<file path="config.mk">
export PLATFORM = sky130hd
export DESIGN_NAME = nic_csr_bank
export DESIGN_NICKNAME = d
export VERILOG_FILES = /design/src/rtl/nic_csr_pkg.sv /design/src/rtl/nic_csr_sel.sv /design/src/rtl/nic_csr_ctrl.sv /design/src/rtl/nic_csr_cfg.sv /design/src/rtl/nic_csr_bank.sv
export SDC_FILE = /design/constraint.sdc
export NUM_CORES = 1
export LEC_CHECK = 0
export ABC_AREA = 1
export ABC_CLOCK_PERIOD_IN_PS = 1360
export BUFFER_PORTS_ARGS = -buffer_cell sky130_fd_sc_hd__buf_2
export CORE_ASPECT_RATIO = 1.75
export CORE_MARGIN = 2
export CORE_UTILIZATION = 49
export CTS_BUF_LIST = sky130_fd_sc_hd__clkbuf_8
export CTS_CLUSTER_DIAMETER = 120
export DETAILED_ROUTE_END_ITERATION = 10
export HOLD_SLACK_MARGIN = 0.05
export PLACE_DENSITY = 0.81
export SYNTH_ARGS = -nofsm -noshare
export SYNTH_HDL_FRONTEND = slang
export SYNTH_SLANG_ARGS = --single-unit
export TNS_END_PERCENT = 100
</file>
<file path="constraint.sdc">
create_clock -name clk -period 1.36 [get_ports clk]
set_input_delay 0.136 -clock clk [delete_from_list [all_inputs] [get_ports clk]]
set_output_delay 0.136 -clock clk [all_outputs]
set_load 0.01 [all_outputs]
</file>
<file path="src/rtl/nic_csr_pkg.sv">
// Shared constants for the control/status register bank.
// Assumes a 16-bit register word and seven event sources.
package nic_csr_pkg;
    localparam int CSR_W   = 16;
    localparam int NUM_CSR = 4;
    localparam int IDX_W   = $clog2(NUM_CSR);
    localparam int EVT_N   = 7;
    localparam int HI_W    = 8;
    localparam int CFG_W   = 3;

    // Bit positions in register 0
    localparam int B_INIT = 0;
    localparam int B_STRT = 1;
    localparam int B_STOP = 2;
    localparam int B_TDMD = 3;
    localparam int B_TXON = 4;
    localparam int B_RXON = 5;
    localparam int B_IE   = 6;
    localparam int B_PEND = 7;
    localparam int B_EVT0 = 8;
    localparam int B_ESUM = 15;

    // Event indices inside the event field
    localparam int E_IDONE = 0;
    localparam int E_TX    = 1;
    localparam int E_ERR0  = 3;

    typedef enum logic [IDX_W-1:0] {
        CSR_CTRL = 2'd0,
        CSR_ADLO = 2'd1,
        CSR_ADHI = 2'd2,
        CSR_CFG  = 2'd3
    } csr_idx_e;
endpackage

</file>
<file path="src/rtl/nic_csr_sel.sv">
// Index register for the select port.
// Loads on sel_wr and otherwise holds its value.
module nic_csr_sel #(
    parameter int IW = 2
) (
    input  logic          clk,
    input  logic          rst_n,
    input  logic          sel_wr,
    input  logic [IW-1:0] sel_in,
    output logic [IW-1:0] sel_q
);
    // Hold the index until the host loads a new one
    always_ff @(posedge clk) begin
        if (!rst_n)      sel_q <= '0;
        else if (sel_wr) sel_q <= sel_in;
    end
endmodule

</file>
<file path="src/rtl/nic_csr_ctrl.sv">
// Register 0: commands, run flags, interrupt enable and latched events.
// Assumes events are single-cycle pulses.
// An event beats a host clear of the same bit, and stop beats start and init.
module nic_csr_ctrl
    import nic_csr_pkg::*;
#(
    parameter int W  = CSR_W,
    parameter int EN = EVT_N
) (
    input  logic          clk,
    input  logic          rst_n,
    input  logic          wr_en,
    input  logic [W-1:0]  wdata,
    input  logic [EN-1:0] hw_evt,
    output logic [W-1:0]  word,
    output logic          stopped,
    output logic          tx_on,
    output logic          rx_on,
    output logic          irq
);
    localparam int EHI = B_EVT0 + EN - 1;

    logic          init_q, strt_q, stop_q, tdmd_q, txon_q, rxon_q, ie_q;
    logic          init_n, strt_n, stop_n, tdmd_n, txon_n, rxon_n, ie_n;
    logic [EN-1:0] evt_q, evt_n;
    logic          esum, pend;

    // Next-state logic for the commands, flags and event latches
    always_comb begin
        init_n = init_q;
        strt_n = strt_q;
        stop_n = stop_q;
        tdmd_n = tdmd_q;
        txon_n = txon_q;
        rxon_n = rxon_q;
        ie_n   = ie_q;
        evt_n  = evt_q;
        if (wr_en) begin
            ie_n  = wdata[B_IE];
            evt_n = evt_q & ~wdata[EHI:B_EVT0];
            if (wdata[B_STOP]) begin
                stop_n = 1'b1;
                init_n = 1'b0;
                strt_n = 1'b0;
                tdmd_n = 1'b0;
                txon_n = 1'b0;
                rxon_n = 1'b0;
            end else begin
                if (wdata[B_INIT]) begin
                    init_n = 1'b1;
                    stop_n = 1'b0;
                end
                if (wdata[B_STRT]) begin
                    strt_n = 1'b1;
                    stop_n = 1'b0;
                    txon_n = 1'b1;
                    rxon_n = 1'b1;
                end
                if (wdata[B_TDMD]) tdmd_n = 1'b1;
            end
        end
        if (hw_evt[E_IDONE]) init_n = 1'b0;
        if (hw_evt[E_TX])    tdmd_n = 1'b0;
        evt_n = evt_n | hw_evt;
    end

    // State update with reset to the stopped state
    always_ff @(posedge clk) begin
        if (!rst_n) begin
            init_q <= 1'b0;
            strt_q <= 1'b0;
            stop_q <= 1'b1;
            tdmd_q <= 1'b0;
            txon_q <= 1'b0;
            rxon_q <= 1'b0;
            ie_q   <= 1'b0;
            evt_q  <= '0;
        end else begin
            init_q <= init_n;
            strt_q <= strt_n;
            stop_q <= stop_n;
            tdmd_q <= tdmd_n;
            txon_q <= txon_n;
            rxon_q <= rxon_n;
            ie_q   <= ie_n;
            evt_q  <= evt_n;
        end
    end

    // Summary flags derived from the event latches
    always_comb begin
        esum = |evt_q[EN-1:E_ERR0];
        pend = |evt_q;
    end

    // Assemble the readable word and the outputs
    always_comb begin
        word         = '0;
        word[B_INIT] = init_q;
        word[B_STRT] = strt_q;
        word[B_STOP] = stop_q;
        word[B_TDMD] = tdmd_q;
        word[B_TXON] = txon_q;
        word[B_RXON] = rxon_q;
        word[B_IE]   = ie_q;
        word[B_PEND] = pend;
        word[EHI:B_EVT0] = evt_q;
        word[B_ESUM] = esum;
        stopped = stop_q;
        tx_on   = txon_q;
        rx_on   = rxon_q;
        irq     = pend & ie_q;
    end
endmodule

</file>
<file path="src/rtl/nic_csr_cfg.sv">
// Registers 1 to 3: init-block address (low and high) and configuration bits.
// Assumes the caller gates the write strobes with the stopped state.
module nic_csr_cfg #(
    parameter int W  = 16,
    parameter int HW = 8,
    parameter int CW = 3
) (
    input  logic         clk,
    input  logic         rst_n,
    input  logic         wr_lo,
    input  logic         wr_hi,
    input  logic         wr_cfg,
    input  logic [W-1:0] wdata,
    output logic [W-1:0] lo_q,
    output logic [HW-1:0] hi_q,
    output logic [CW-1:0] cfg_q
);
    // Low address word, bit 0 always zero
    always_ff @(posedge clk) begin
        if (!rst_n)     lo_q <= '0;
        else if (wr_lo) lo_q <= {wdata[W-1:1], 1'b0};
    end

    // High address byte
    always_ff @(posedge clk) begin
        if (!rst_n)     hi_q <= '0;
        else if (wr_hi) hi_q <= wdata[HW-1:0];
    end

    // Configuration bits
    always_ff @(posedge clk) begin
        if (!rst_n)      cfg_q <= '0;
        else if (wr_cfg) cfg_q <= wdata[CW-1:0];
    end
endmodule

</file>
<file path="src/rtl/nic_csr_bank.sv">
// Top of the control/status register bank: index register, register 0,
// address and config registers, and the data-port read mux.
// Registers 1 to 3 are reachable only while stopped.
module nic_csr_bank
    import nic_csr_pkg::*;
#(
    parameter int DW  = CSR_W,
    parameter int IW  = IDX_W,
    parameter int EN  = EVT_N,
    parameter int AHW = HI_W,
    parameter int CW  = CFG_W
) (
    input  logic              clk,
    input  logic              rst_n,
    input  logic              sel_wr,
    input  logic [IW-1:0]     sel_idx,
    input  logic              data_wr,
    input  logic [DW-1:0]     wdata,
    output logic [DW-1:0]     rdata,
    input  logic [EN-1:0]     hw_evt,
    output logic              irq,
    output logic              stopped,
    output logic              tx_on,
    output logic              rx_on,
    output logic [DW+AHW-1:0] init_addr,
    output logic [CW-1:0]     cfg_bits
);
    logic [IW-1:0]  sel_q;
    logic [DW-1:0]  csr0;
    logic [DW-1:0]  lo_q;
    logic [AHW-1:0] hi_q;
    logic [CW-1:0]  cfg_q;
    logic           wr0, wr_lo, wr_hi, wr_cfg;

    nic_csr_sel #(.IW(IW)) u_sel (
        .clk(clk), .rst_n(rst_n), .sel_wr(sel_wr), .sel_in(sel_idx), .sel_q(sel_q)
    );

    // Per-register write strobes; registers 1 to 3 only while stopped
    always_comb begin
        wr0    = data_wr && (sel_q == CSR_CTRL);
        wr_lo  = data_wr && stopped && (sel_q == CSR_ADLO);
        wr_hi  = data_wr && stopped && (sel_q == CSR_ADHI);
        wr_cfg = data_wr && stopped && (sel_q == CSR_CFG);
    end

    nic_csr_ctrl #(.W(DW), .EN(EN)) u_ctrl (
        .clk(clk), .rst_n(rst_n), .wr_en(wr0), .wdata(wdata), .hw_evt(hw_evt),
        .word(csr0), .stopped(stopped), .tx_on(tx_on), .rx_on(rx_on), .irq(irq)
    );

    nic_csr_cfg #(.W(DW), .HW(AHW), .CW(CW)) u_cfg (
        .clk(clk), .rst_n(rst_n), .wr_lo(wr_lo), .wr_hi(wr_hi), .wr_cfg(wr_cfg),
        .wdata(wdata), .lo_q(lo_q), .hi_q(hi_q), .cfg_q(cfg_q)
    );

    // Data-port read mux; registers 1 to 3 read zero while running
    always_comb begin
        rdata = '0;
        case (sel_q)
            CSR_CTRL: rdata = csr0;
            CSR_ADLO: if (stopped) rdata = lo_q;
            CSR_ADHI: if (stopped) rdata[AHW-1:0] = hi_q;
            default:  if (stopped) rdata[CW-1:0] = cfg_q;
        endcase
    end

    // Outputs to the rest of the controller
    always_comb begin
        init_addr = {hi_q, lo_q};
        cfg_bits  = cfg_q;
    end
endmodule

</file>
==> reports/results.txt, run 1 <==
Outcome = finished, violations left
Failing checks = setup timing
CTS tree = done
Die Wd = 50.49 um
Hpwl dp = 4123 um
Setup WS pre-CTS = 0.05472 ns
Final setup viols = 17
Routed vias = 2171
Fin nets = 385
Global-route wire length before repair = 9052 um
Required @ worst endpoint = 1.22 ns
Power Total = 2.905 mW
Worst hold path cell count = 3
Final Hold Viols = 0
Distinct cell type count after synthesis = 21
Wirelength, routed = 5952 um
Port bufs = 74
Worst R2R Start = u_sel.sel_q[0]$_SDFFE_PN0P_
Tot GR Track Use = 27.63%
Post-synthesis simple-gate area fraction = 32.48%
GPL Wtd Cong = 0.8048
Clock net sink count = 40
IO Count = 76
Largest net degree at the start of global routing = 18
Synth Instances = 267
Sequential area share after synthesis = 43.21%
CTS Buffer Depth = 2
Post-Synth XOR/XNOR Area = 0%
Vert. Die Dim = 85.35 um
Reg2reg end = u_cfg.lo_q[10]$_SDFFE_PN0P_
Post-synthesis adder-cell area fraction = 0%
Worst-case hold path end point = u_ctrl.evt_q[3]$_SDFF_PN0_
Cell with the most instances after synthesis = nand2_1
CTS root buffer = clkbuf_8
Floorplan core area = 3628 um2
Hold buffers post-CTS = 0
Final Cycle Share = 111.8%
CP startpoint kind = register
Routed WL per cell = 14.77 um
Area share of the largest cell type after synthesis = 43.21%
Crit. End Element = output port
Crit path cell chain = inv_1 -> nor2_4 -> buf_6 -> nand2_2 -> o21ai_1 -> buf_2
Area fraction in compound gates after synthesis = 14.11%
Max FO, Critical Path = 7
Clock-pin slew on the worst setup and hold paths = 0.08 ns
Cell area after synthesis = 1853 um2
Dominant cell type by area after synthesis = dfxtp_1
CP Class = reg -> out
Ys flop type = dfxtp_1
RSZ-0062 raised after global routing = true
Pre-antenna DRT Iters = 4
Die area = 4309 um2
Clock latency at the later pin of the worst-skew pair = 0.30 ns
Num rows = 29
Initial DRC Count = 84
Cell family with most CP delay = buffers and inverters
Cells on worst reg2reg path = 8
WP depth = 6
Grt ovf = 0
Min Tclk post-route = 1.520 ns
FF+latch count, synth = 40
Vias in the first global route = 2031
CP bufs+invs = 3
Clock skew = 0.01370 ns
Leak pwr = 1.315 nW
Top cells by area, synth = dfxtp_1 43%, nand2_1 8.7%, nor2_1 7.3%
CP max stage delay = 0.40 ns
Hold WC Path Type = in -> reg
CTS HTree Levels = 2
Fillers = 317
CTS Buf Count = 5
Maxcap violations = 0
Slowest-stage cell, CP = dfxtp_2
Antenna diodes = 0
Crit path arrival time = 1.38 ns
DRC Markers = 0
Largest family of logic cells by synthesized area = simple AND/OR/NAND/NOR gates
Fmax = 0.6578 GHz
Hold Startpoint = hw_evt[3]
Reg2reg setup slack = 0 ns
Layout cells sized above 1 = 38.38%
Final WS setup = -0.1603 ns
YS warnings = 0
Post-DRT Antenna Nets = 0
Slew Limit Fails = 0
Initial Utilization = 51.07%
Syn nets = 296
Worst vdd ir = 0.001065 V
Post-synth top cells = 43 x nand2_1, 40 x dfxtp_1, 36 x nor2_1
Via/cell ratio = 5.387
Syn_area_per_cell = 6.940 um2
Synth-to-layout area growth = 41.19%
Power Density = 1110 nW/um2
Post-synth EDFFs = 0
Mux cell area share after synthesis = 0%
Ys async rst share = 0%
Antenna violations before repair = 0
==> report_power, final <==
part	switching, mW	internal, mW	leakage, nW
logic	0.353	0.245	0.931
clock network	0.459	0.553	0.0548
registers	0.0587	1.24	0.329
==> metrics by stage <==
| stage | hold WS, ns | cells | util [%] | area, um2 | setup TNS (ns) |
|---|---|---|---|---|---|
| finish | 0.06563 | 403 | 72.10 | 2616 | -1.974 |
| floorplan | 0.2700 | 267 | - | 1853 | 0 |
| CTS | 0.07076 | 400 | 69.34 | 2516 | -2.924 |
| global route | 0.08067 | 403 | 72.10 | 2616 | -3.421 |
| global placement | 0.3731 | 385 | 63.14 | 2291 | 0 |
| detailed placement | 0.3818 | 385 | 63.14 | 2291 | 0 |
==> final cells by class <==
| class | instances | area (um2) | area share (%) |
|---|---|---|---|
| well taps | 46 | 57.56 | 2.200 |
| inverters | 26 | 100.1 | 3.826 |
| clock inverters | 3 | 46.29 | 1.769 |
| multi-input cells | 186 | 958.4 | 36.63 |
| clock buffers | 5 | 68.82 | 2.630 |
| repair buffers | 97 | 574.3 | 21.95 |
| flip-flops and latches | 40 | 810.8 | 30.99 |
==> layout by cell type, fill, tap and decap left out <==
cell type   count
buf_12          1
nand3_1        22
nand4_1         2
o21ai_1        19
o21a_1          1
clkinvlp_4      1
nor2_4          4
buf_6           5
inv_4           1
buf_4          17
clkbuf_8        5
conb_1          1
o21ai_0        15
o21ai_2         2
bufinv_16       1
nand2_1        36
o211ai_1        1
buf_2          74
dfxtp_2         2
o22ai_1         1
nor3_2          6
nand2_2         6
nor2_1         33
nor3_1         18
nand2_8         1
dfxtp_1        36
nand2_4         2
inv_1          23
dfxtp_4         2
nor2_2          3
inv_6           1
a21oi_1        12
inv_2           2
nand3_2         1
==> flip-flops by register name, summed over array words and instances, names as in the netlist <==
signal / count
u_ctrl.rx_on: 1
u_sel.sel_q: 2
u_ctrl.stopped: 1
u_cfg.lo_q: 15
u_cfg.hi_q: 8
u_ctrl.ie_q: 1
u_ctrl.init_q: 1
u_cfg.cfg_q: 3
u_ctrl.tdmd_q: 1
u_ctrl.evt_q: 7
==> routing by layer <==
layer	global-route usage, %	wire, um
met1	28.62	2187
met2	51.08	3287
met3	4.225	329
met4	15.23	147
met5	0	0
==> cells by family after synthesis <==
family	Yosys count
flops	40
buf+inv	41
other cells	1
compound gates	51
simple gates	134
==> worst max-delay path by stage <==
stage	startpoint	endpoint
after global routing	u_ctrl.stopped$_SDFFE_PN1P_	rdata[8]
after detailed placement	u_sel.sel_q[0]$_SDFFE_PN0P_	rdata[14]
final	u_ctrl.stopped$_SDFFE_PN1P_	rdata[14]
after CTS	u_sel.sel_q[0]$_SDFFE_PN0P_	rdata[14]
after floorplan	u_ctrl.stopped$_SDFFE_PN1P_	rdata[12]
after global placement	u_sel.sel_q[1]$_SDFFE_PN0P_	rdata[7]
==> worst register-to-register path, delay by kind of cell (launching register included) <==
kind,cells,cell delay [ns]
AND/OR/NAND/NOR,3,0.30
flip-flops,1,0.38
buffers and inverters,4,0.56
AO/OA/AOI/OAI,1,0.06
==> what timing repair did <==
action,CTS,global route
pin swaps,5,8
endpoints found under the setup margin,17,32
gates resized for setup,23,26
buffers inserted,7,3
hold endpoints to repair,0,0
Power figures use the tool's default switching activity.
==> run 2, diff against run 1 <==
Settings changed: CORE_UTILIZATION 49 to 47, CTS_BUF_LIST sky130_fd_sc_hd__clkbuf_8 to sky130_fd_sc_hd__clkbuf_16, PLACE_DENSITY 0.81 to 0.78.
==> reports/results.txt, run 2 (same netlist as run 1, synthesis figures left out) <==
Post-DRT Antenna Nets = 0 (unchanged)
DRC Markers = 0 (unchanged)
Vert. Die Dim = 87.06 um (was 85.35 um)
Largest net degree at the start of global routing = 23 (was 18)
Maxcap violations = 0 (unchanged)
Setup WS pre-CTS = 0.08640 ns (was 0.05472 ns)
CP startpoint kind = register (unchanged)
Hold WC Path Type = in -> reg (unchanged)
Hold buffers post-CTS = 0 (unchanged)
Fmax = 0.6804 GHz (was 0.6578 GHz)
DP Cell Count = 387 (was 385)
Setup TNS = -1.216 ns (was -1.974 ns)
Most frequent cells in the layout = 70 x buf_2, 38 x dfxtp_1, 34 x nor2_1 (was 74 x buf_2, 36 x nand2_1, 36 x dfxtp_1)
CTS root buffer = clkbuf_16 (was clkbuf_8)
Routed WL per cell = 15.09 um (was 14.77 um)
Multi-input gate area = 953.4 um2 (was 958.4 um2)
Failing checks = setup timing (unchanged)
Vias in the first global route = 2035 (was 2031)
Global-route wire length before repair = 9273 um (was 9052 um)
Final setup viols = 16 (was 17)
CTS HTree Levels = 2 (unchanged)
Initial DRC Count = 68 (was 84)
Clock latency at the later pin of the worst-skew pair = 0.28 ns (was 0.30 ns)
Clock power share = 40.6% (was 34.8%)
Sequential share of power = 40.1% (was 44.6%)
Antenna diodes = 0 (unchanged)
Final Cycle Share = 108.1% (was 111.8%)
Routed vias = 2202 (was 2171)
IO Count = 76 (unchanged)
Worst vdd ir = 0.0009271 V (was 0.001065 V)
Core Util, Final = 70.65% (was 72.10%)
Die area = 4481 um2 (was 4309 um2)
Num rows = 30 (was 29)
Die Wd = 51.47 um (was 50.49 um)
Pre-antenna DRT Iters = 4 (unchanged)
Slew Limit Fails = 0 (unchanged)
Most flops, register = u_cfg.lo_q (unchanged)
Floorplan core area = 3829 um2 (was 3628 um2)
Fillers = 340 (was 317)
Outcome = finished, violations left (unchanged)
CP Class = reg -> out (unchanged)
GPL Wtd Cong = 0.9050 (was 0.8048)
CTS tree = done (unchanged)
Fin Hold WS = 0.08683 ns (was 0.06563 ns)
Hpwl dp = 3994 um (was 4123 um)
CTS Buf Count = 5 (unchanged)
Commonest non-fill, non-tap cell in the layout = buf_2 (unchanged)
Tot GR Track Use = 27.65% (was 27.63%)
Min Tclk post-route = 1.470 ns (was 1.520 ns)
Wirelength, routed = 6155 um (was 5952 um)
Antenna violations before repair = 0 (unchanged)
Clock skew = 0.003561 ns (was 0.01370 ns)
Crit. End Element = output port (unchanged)
Psw = 0.8792 mW (was 0.8708 mW)
RSZ-0062 raised after global routing = true (unchanged)
CTS Buffer Depth = 2 (unchanged)
Required @ worst endpoint = 1.22 ns (about the same)
Final Hold Viols = 0 (unchanged)
Top flop regs = u_cfg.lo_q x15, u_cfg.hi_q x8, u_ctrl.evt_q x7 (unchanged)
Combinational Power Share = 19.3% (was 20.6%)
Fin nets = 388 (was 385)
Initial Utilization = 48.40% (was 51.07%)
Non-filler cells, final = 408 (was 403)
Final WS setup = -0.1098 ns (was -0.1603 ns)
Via/cell ratio = 5.397 (was 5.387)
Layout cells sized above 1 = 38.61% (was 38.38%)
Leak pwr = 1.377 nW (was 1.315 nW)
Max reg flops = 15 (unchanged)
Grt ovf = 0 (unchanged)
Clock net sink count = 40 (unchanged)
Sw frac = 27.19% (was 29.97%)
Synth-to-layout area growth = 45.98% (was 41.19%)
Clock-pin slew on the worst setup and hold paths = 0.06 ns (was 0.08 ns)
Power Density = 1195 nW/um2 (was 1110 nW/um2)
Max FO, Critical Path = 6 (was 7)
Port bufs = 74 (unchanged)
Int Pwr = 2.355 mW (was 2.035 mW)
Sequential standard cell area = 808.3 um2 (was 810.8 um2)
Crit path arrival time = 1.33 ns (was 1.38 ns)
run 2: power groups by stage:
stage	registers, mW	logic [mW]	clock network, mW
after floorplan	1.32	0.275	0
after global placement	1.31	0.504	0
after detailed placement	1.31	0.509	0
after CTS	1.29	0.566	1.31
after global routing	1.30	0.676	1.36
final	1.30	0.624	1.31
run 2: cell type report:
cell class,count,share of cell area (%)
clock buffers,5,4.625
clock inverters,3,1.388
inverters,26,3.793
multi-input cells,186,35.25
flip-flops and latches,40,29.88
well taps,48,2.220
repair buffers,100,22.85
run 2: through the flow:
stage	power (mW)	instance area, um2
finish	3.234	2705
global route	3.344	2705
CTS	3.168	2584
detailed placement	1.818	2293
global placement	1.812	2293
floorplan	1.596	1853
run 2: per-layer routing:
layer	global-route usage, %	share of wire (%)
met5	0	0
met4	16.03	2.9
met3	5.670	7.0
met2	49.42	54
met1	28.88	37
run 2: path summary, 6_finish.rpt:
check,start,endpoint,slack [ns],depth (start not counted)
max,u_sel.sel_q[1]$_SDFFE_PN0P_,rdata[14],-0.11,7
min,wdata[15],u_cfg.lo_q[15]$_SDFFE_PN0P_,0.09,3
max reg2reg,u_sel.sel_q[1]$_SDFFE_PN0P_,u_cfg.lo_q[4]$_SDFFE_PN0P_,0,8
min reg2reg,u_ctrl.evt_q[5]$_SDFF_PN0_,u_ctrl.evt_q[5]$_SDFF_PN0_,0.47,2
run 2: what timing repair did:
action / in CTS / in global routing
endpoints found under the setup margin: 17 / 34
buffers inserted: 9 / 3
gates resized for setup: 22 / 28
gates cloned: 1 / 0
pin swaps: 8 / 9
run 2: worst max-delay path, cell delays in order (launching register included):
cell,delay [ns]
dfxtp_4,0.38
inv_4,0.07
nand2_4,0.06
nor2_4,0.12
buf_6,0.17
nand2_2,0.06
o21ai_2,0.06
buf_2,0.14
